$ cat src/rtl/bsrc_pkg.sv
`timescale 1ns/1ps
package bsrc_pkg;
  typedef enum logic [1:0] {
    ST_IDLE = 2'd0,
    ST_ARM  = 2'd1,
    ST_OFS  = 2'd2,
    ST_RUN  = 2'd3
  } bsrc_state_t;

  // cycles between the pulse input and the grid that reacts to it
  localparam int unsigned GRID_LAG = 3;
endpackage

$ cat src/rtl/bsrc_pulse_dly.sv
`timescale 1ns/1ps
module bsrc_pulse_dly #(
  parameter int DEPTH = 3
) (
  input  logic clk,
  input  logic rst_n,
  input  logic pulse_i,
  output logic arm_tap_o,
  output logic grid_tap_o
);
  logic [DEPTH-1:0] sr_q;

  always_ff @(posedge clk or negedge rst_n) begin
    if (!rst_n) sr_q <= '0;
    else        sr_q <= {sr_q[DEPTH-2:0], pulse_i};
  end

  // one stage early for the start controller, so the first sop can meet the grid tap
  assign arm_tap_o  = sr_q[DEPTH-2];
  assign grid_tap_o = sr_q[DEPTH-1];
endmodule

$ cat src/rtl/bsrc_start_ctrl.sv
`timescale 1ns/1ps
module bsrc_start_ctrl
  import bsrc_pkg::*;
#(
  parameter int OFS_W = 3
) (
  input  logic             clk,
  input  logic             rst_n,
  input  logic             run_en_i,
  input  logic             align_en_i,
  input  logic             arm_tap_i,
  input  logic [OFS_W-1:0] ofs_i,
  input  logic             blk_end_i,
  output bsrc_state_t      state_o,
  output logic             load_o,
  output logic             first_o
);
  bsrc_state_t      state_q, state_n;
  logic [OFS_W-1:0] cnt_q, cnt_n;
  logic             first_q;

  always_comb begin
    state_n = state_q;
    cnt_n   = cnt_q;
    load_o  = 1'b0;
    unique case (state_q)
      ST_IDLE: begin
        if (run_en_i) begin
          if (align_en_i) state_n = ST_ARM;
          else begin
            state_n = ST_RUN;
            load_o  = 1'b1;
          end
        end
      end
      ST_ARM: begin
        if (!run_en_i) state_n = ST_IDLE;
        else if (arm_tap_i) begin
          if (ofs_i == '0) begin
            state_n = ST_RUN;
            load_o  = 1'b1;
          end else begin
            state_n = ST_OFS;
            cnt_n   = ofs_i;
          end
        end
      end
      ST_OFS: begin
        if (!run_en_i) state_n = ST_IDLE;
        else if (cnt_q == OFS_W'(1)) begin
          state_n = ST_RUN;
          load_o  = 1'b1;
        end else cnt_n = cnt_q - OFS_W'(1);
      end
      ST_RUN: begin
        if (blk_end_i && !run_en_i) state_n = ST_IDLE;
      end
      default: state_n = ST_IDLE;
    endcase
  end

  always_ff @(posedge clk or negedge rst_n) begin
    if (!rst_n) begin
      state_q <= ST_IDLE;
      cnt_q   <= '0;
      first_q <= 1'b0;
    end else begin
      state_q <= state_n;
      cnt_q   <= cnt_n;
      first_q <= load_o;
    end
  end

  assign state_o = state_q;
  assign first_o = first_q;

  // offset countdown never sits at zero, otherwise the start would hang
  assert_ofs_nonzero_R4: assert property (@(posedge clk) disable iff (!rst_n)
    state_q == ST_OFS |-> cnt_q != '0);
  // the first-block flag only appears while running
  assert_first_in_run_R9: assert property (@(posedge clk) disable iff (!rst_n)
    first_q |-> state_q == ST_RUN);
endmodule

$ cat src/rtl/bsrc_grid.sv
`timescale 1ns/1ps
module bsrc_grid #(
  parameter int BLOCK_LEN = 5,
  parameter int BSN_W     = 31
) (
  input  logic             clk,
  input  logic             rst_n,
  input  logic             run_i,
  input  logic             load_i,
  input  logic [BSN_W-1:0] init_i,
  output logic             sop_o,
  output logic             eop_o,
  output logic [BSN_W-1:0] bsn_o
);
  localparam int POS_W = (BLOCK_LEN > 1) ? $clog2(BLOCK_LEN) : 1;
  localparam logic [POS_W-1:0] LAST = POS_W'(BLOCK_LEN - 1);

  logic [POS_W-1:0] pos_q;
  logic [BSN_W-1:0] bsn_q;

  assign sop_o = run_i && (pos_q == '0);
  assign eop_o = run_i && (pos_q == LAST);
  assign bsn_o = bsn_q;

  always_ff @(posedge clk or negedge rst_n) begin
    if (!rst_n) begin
      pos_q <= '0;
      bsn_q <= '0;
    end else if (load_i) begin
      pos_q <= '0;
      bsn_q <= init_i;
    end else if (run_i) begin
      pos_q <= eop_o ? '0 : pos_q + POS_W'(1);
      if (eop_o) bsn_q <= bsn_q + BSN_W'(1);
    end
  end

  // an eop is followed by a fresh sop or by idle
  assert_eop_then_sop_R1: assert property (@(posedge clk) disable iff (!rst_n)
    run_i && eop_o |=> (!run_i || sop_o));
  // sequence number steps by one across each block boundary
  assert_bsn_step_R2: assert property (@(posedge clk) disable iff (!rst_n)
    run_i && eop_o |=> bsn_o == $past(bsn_o) + BSN_W'(1));
  // no frame left open when output stops
  assert_no_midblock_stop_R7: assert property (@(posedge clk) disable iff (!rst_n)
    run_i && !eop_o |=> run_i);
endmodule

$ cat src/rtl/bsrc_sync_gen.sv
`timescale 1ns/1ps
module bsrc_sync_gen (
  input  logic clk,
  input  logic rst_n,
  input  logic run_i,
  input  logic track_i,
  input  logic sop_i,
  input  logic first_i,
  input  logic pulse_i,
  output logic sync_o,
  output logic restart_o,
  output logic first_intv_o
);
  logic pend_q;
  logic intv_q;

  assign sync_o       = sop_i && (pend_q || pulse_i || first_i);
  assign restart_o    = sop_i && first_i;
  assign first_intv_o = run_i && (restart_o || (intv_q && !sync_o));

  always_ff @(posedge clk or negedge rst_n) begin
    if (!rst_n) begin
      pend_q <= 1'b0;
      intv_q <= 1'b0;
    end else begin
      pend_q <= track_i ? ((pend_q || pulse_i) && !sop_i) : 1'b0;
      if (!run_i)         intv_q <= 1'b0;
      else if (restart_o) intv_q <= 1'b1;
      else if (sync_o)    intv_q <= 1'b0;
    end
  end

  assert_sync_on_sop_R5: assert property (@(posedge clk) disable iff (!rst_n)
    sync_o |-> sop_i);
  assert_restart_after_idle_R9: assert property (@(posedge clk) disable iff (!rst_n)
    restart_o |-> !$past(run_i));
  assert_intv_rise_R10: assert property (@(posedge clk) disable iff (!rst_n)
    $rose(first_intv_o) |-> restart_o);
endmodule

$ cat src/rtl/bsn_grid_source.sv
`timescale 1ns/1ps
module bsn_grid_source
  import bsrc_pkg::*;
#(
  parameter int BLOCK_LEN = 5,
  parameter int BSN_W     = 31,
  localparam int OFS_W    = (BLOCK_LEN > 1) ? $clog2(BLOCK_LEN) : 1
) (
  input  logic             clk,
  input  logic             rst_n,
  input  logic             pulse_i,
  input  logic             run_en_i,
  input  logic             align_en_i,
  input  logic [BSN_W-1:0] bsn_init_i,
  input  logic [OFS_W-1:0] start_ofs_i,
  output logic             out_valid_o,
  output logic             out_sop_o,
  output logic             out_eop_o,
  output logic             out_sync_o,
  output logic [BSN_W-1:0] out_bsn_o,
  output logic             active_o,
  output logic             restart_o,
  output logic             first_intv_o
);
  logic        arm_tap, grid_tap;
  bsrc_state_t state;
  logic        load, first, run, track;

  bsrc_pulse_dly #(.DEPTH(GRID_LAG)) u_dly (
    .clk(clk), .rst_n(rst_n), .pulse_i(pulse_i),
    .arm_tap_o(arm_tap), .grid_tap_o(grid_tap)
  );

  bsrc_start_ctrl #(.OFS_W(OFS_W)) u_ctrl (
    .clk(clk), .rst_n(rst_n), .run_en_i(run_en_i), .align_en_i(align_en_i),
    .arm_tap_i(arm_tap), .ofs_i(start_ofs_i), .blk_end_i(out_eop_o),
    .state_o(state), .load_o(load), .first_o(first)
  );

  assign run   = (state == ST_RUN);
  assign track = (state == ST_RUN) || (state == ST_OFS);

  bsrc_grid #(.BLOCK_LEN(BLOCK_LEN), .BSN_W(BSN_W)) u_grid (
    .clk(clk), .rst_n(rst_n), .run_i(run), .load_i(load), .init_i(bsn_init_i),
    .sop_o(out_sop_o), .eop_o(out_eop_o), .bsn_o(out_bsn_o)
  );

  bsrc_sync_gen u_sync (
    .clk(clk), .rst_n(rst_n), .run_i(run), .track_i(track), .sop_i(out_sop_o),
    .first_i(first), .pulse_i(grid_tap), .sync_o(out_sync_o),
    .restart_o(restart_o), .first_intv_o(first_intv_o)
  );

  assign out_valid_o = run;
  assign active_o    = run;
endmodule

$ cat config.mk
export PLATFORM = sky130hd
export DESIGN_NAME = bsn_grid_source
export DESIGN_NICKNAME = d
export VERILOG_FILES = /design/src/rtl/bsrc_pkg.sv /design/src/rtl/bsrc_pulse_dly.sv /design/src/rtl/bsrc_start_ctrl.sv /design/src/rtl/bsrc_grid.sv /design/src/rtl/bsrc_sync_gen.sv /design/src/rtl/bsn_grid_source.sv
export SDC_FILE = /design/constraint.sdc
export NUM_CORES = 1
export LEC_CHECK = 0
export ABC_AREA = 1
export BUFFER_PORTS_ARGS = -buffer_cell sky130_fd_sc_hd__buf_4
export CAP_MARGIN = 40
export CORE_ASPECT_RATIO = 2
export CORE_MARGIN = 10
export CORE_UTILIZATION = 35
export DETAILED_ROUTE_END_ITERATION = 10
export PLACE_DENSITY_LB_ADDON = 0.1
export SYNTH_ARGS = -nofsm -noshare
export SYNTH_HDL_FRONTEND = slang
export SYNTH_SLANG_ARGS = --single-unit
export TNS_END_PERCENT = 5
$ cat constraint.sdc
create_clock -name clk -period 1.65 [get_ports clk]
set_clock_uncertainty 0.15 [all_clocks]
set_input_delay 0.2475 -clock clk [delete_from_list [all_inputs] [get_ports clk]]
set_output_delay 0.2475 -clock clk [all_outputs]
set_load 0.02 [all_outputs]
==> out/qor.txt <==
max incr delay on CP -> 0.40 ns
sw frac -> 45.72%
DR vias -> 3783
TritonCTS clock tree -> done
Int Pwr -> 5.066 mW
critical path capture point type -> primary output
PortBufs -> 76
Slew headroom -> 71.65%
Power per Cell Area -> 1813 mW/mm^2
most instantiated cells after synthesis -> nand2_1, inv_1, nor2_1
share of the synthesized area in the top cell type -> 34.07%
vias per inst -> 4.777
Total Nets Final -> 737
Hold Slack -> 0.006808 ns
initial core utilization -> 35.46%
Finished Cell Area -> 0.005149 mm^2
CP max FO -> 3
Synth Flop Type -> dfrtp_1
diode count -> 0
Finished Core Util -> 55.23%
period utilisation layout -> 121.7%
Static Leak -> 2.671 nW
Synth-to-Final Area Change -> 55.75%
placement-stage cell area -> 0.004593 mm^2
Clock Latency Late Sink -> 0.29 ns
top post-synthesis cells by area -> dfrtp_1, nand2_1, nand3_1
Yosys reg bits -> 45
clock tree sinks -> 45
first-pass GRT wire length -> 19820 um
CP Cell Sequence -> inv_2, ha_4, buf_6, nand2_4, nor2_4, o31ai_4, buf_4, inv_2, buf_6
Rows -> 50
multi-input logic area -> 0.001959 mm^2
Setup WS post-layout -> -0.3587 ns
Routed WL -> 12410 um
ys async rst share -> 100.0%
total gr overflow -> 0
net count after synthesis -> 567
DR DRC count -> 0
Clk pin slew, worst setup/hold paths -> 0.06 ns
Synthesis Warnings -> 0
1st-iter DRT viols -> 121
final hold viol count -> 0
register area share after synthesis -> 34.07%
pre-CTS setup slack -> -0.3038 ns
max-cap viol count -> 0
status -> finished, violations left
Post-DRT Antenna Nets -> 0
failing checks -> negative setup slack
dpl hpwl -> 9651 um
FF-to-FF End -> u_grid.bsn_o[21]
data arrival time of the critical path -> 1.61 ns
Core Area -> 0.009321 mm^2
P_sw -> 4.266 mW
vias in the first global route -> 4051
DR WL/cell -> 15.67 um
fin cells -> 792
H-tree Lvls -> 2
Netlist cell types -> 29
Reg power frac -> 22.7%
Syn Inst Count -> 517
routability cong. -> 0.8974
post-synthesis instance area -> 0.003306 mm^2
sequential cell area -> 0.001127 mm^2
share of layout cells above drive strength 1 -> 33.43%
DR pass1 iterations -> 4
number of flops mapped to enable cells by yosys -> 0
Pwr Total -> 9.332 mW
final setup TNS -> -8.022 ns
Reg2Reg Setup Slack -> -0.28 ns
power share of the combinational group -> 66.6%
largest net degree at the start of global routing -> 29
initial antenna violation count -> 0
Die H -> 157.4 um
clock root buffer -> clkbuf_16
Slew Viols, Final -> 0
WS Path Type -> reg -> out
Critical Path RT -> 1.25 ns
Fillers -> 931
die width -> 88.72 um
minimum clock period -> 2.009 ns
most common cell in the netlist -> nand2_1
CP startpoint -> u_grid.pos_q[0]
Max Freq -> 497.8 MHz
Placed Cells incl. Taps -> 758
Worst Reg-to-Reg Cells -> 9
Clk pwr share -> 10.7%
reg2reg start -> u_ctrl.state_o[1]
CP endpoint -> out_sync_o
unrepaired setup endpoints after global routing -> yes
CP Launch Type -> flop
setup violators final -> 44
leading area contributor after synthesis -> dfrtp_1
total CTS buffers -> 5
clock buffer depth -> 2
critical path's slowest cell -> dfrtp_1
Worst Max-Slew Pin Slew -> 0.4253 ns
Mapped Avg Cell Area -> 6.394 um^2
VDD IR-drop max -> 0.001123 V
I/O pin total -> 77
Total GRT Usage -> 18.45%
worst hold path type -> in -> reg
die area -> 0.01397 mm^2
==> sequential cells by signal, summed over array words and instances, names as in the netlist <==
register	count
u_dly.sr_q	3
u_sync.intv_q	1
u_ctrl.cnt_q	3
u_ctrl.first_o	1
u_sync.pend_q	1
u_grid.bsn_o	31
u_ctrl.state_o	2
u_grid.pos_q	3
==> final cells by class <==
| class | count | share of cell area (%) |
|---|---|---|
| repair buffers | 177 | 29.33 |
| inverters | 74 | 5.492 |
| flip-flops and latches | 45 | 21.90 |
| multi-input cells | 384 | 38.06 |
| well taps | 104 | 2.527 |
| clock buffers | 6 | 2.503 |
| clock inverters | 2 | 0.1944 |
==> repair_timing <==
item                                    CTS  global route
setup buffers                            25             2
endpoints found under the setup margin   47            48
pin swaps                                22            19
resized for setup                        31            33
hold buffers                              2             0
gates cloned                              0             0
hold endpoints to repair                 28             0
==> critical path: cells and delay by family, from the launching register on <==
family          cells  cell delay, ns
compound gates      1            0.10
fa+ha+maj           1            0.14
buf+inv             5            0.47
flops               1            0.40
simple gates        2            0.20
==> placed cells by master (no fill, tap or decap), drive strengths merged <==
cell	Yosys	layout
nor3	2	2
nand3	61	61
nand3b	9	9
xnor2	2	2
dlygate4sd3	0	2
a21oi	4	4
mux2	1	1
clkinv	0	2
nor2	67	67
o22ai	2	2
ha	11	11
xor2	6	6
o31ai	1	1
inv	74	74
nand2	189	189
o21ai	21	21
o211ai	1	1
dfrtp	45	45
buf	14	175
and2	1	1
or2	3	3
nand4	3	3
clkbuf	0	6
==> worst min path at each step <==
stage / cells after the start / from / slack, ns / to
finish: 3 / bsn_init_i[5] / 0.007 / u_grid.bsn_o[5]
global placement: 1 / rst_n / 0.07 / u_grid.bsn_o[30]
global route: 3 / bsn_init_i[6] / 0.01 / u_grid.bsn_o[6]
detailed placement: 1 / rst_n / 0.07 / u_grid.bsn_o[30]
CTS: 3 / bsn_init_i[6] / 0.004 / u_grid.bsn_o[6]
floorplan: 0 / rst_n / -0.20 / u_ctrl.cnt_q[0]
==> cells by family (layout without fill, tap and decap cells) <==
kind of cell,Yosys count,count (layout),share of synthesized area [%]
flip-flops,45,45,34.07
buffers and inverters,88,259,11.85
AND/OR/NAND/NOR,335,335,42.51
AO/OA/AOI/OAI,29,29,4.958
adder cells (fa/ha/maj),11,11,4.163
XOR/XNOR,8,8,2.120
multiplexers,1,1,0.3406
==> power groups by stage <==
stage	combinational [mW]	clock [mW]	sequential, mW
after floorplan	2.51	0	2.54
after global placement	5.43	0	2.11
after detailed placement	5.48	0	2.13
after CTS	6.05	1.03	2.12
after global routing	6.90	1.07	2.18
final	6.21	0.996	2.12
==> per-layer routing <==
layer  vias to the layer above  global-route usage (%)  wire, um
li1                       1930                       -         -
met1                      1748                   17.65      4347
met2                        79                   35.11      7011
met3                        26                   3.727       575
met4                         0                   9.140       475
met5                         -                       0         0
No activity file was read; power rests on OpenSTA's default activity.
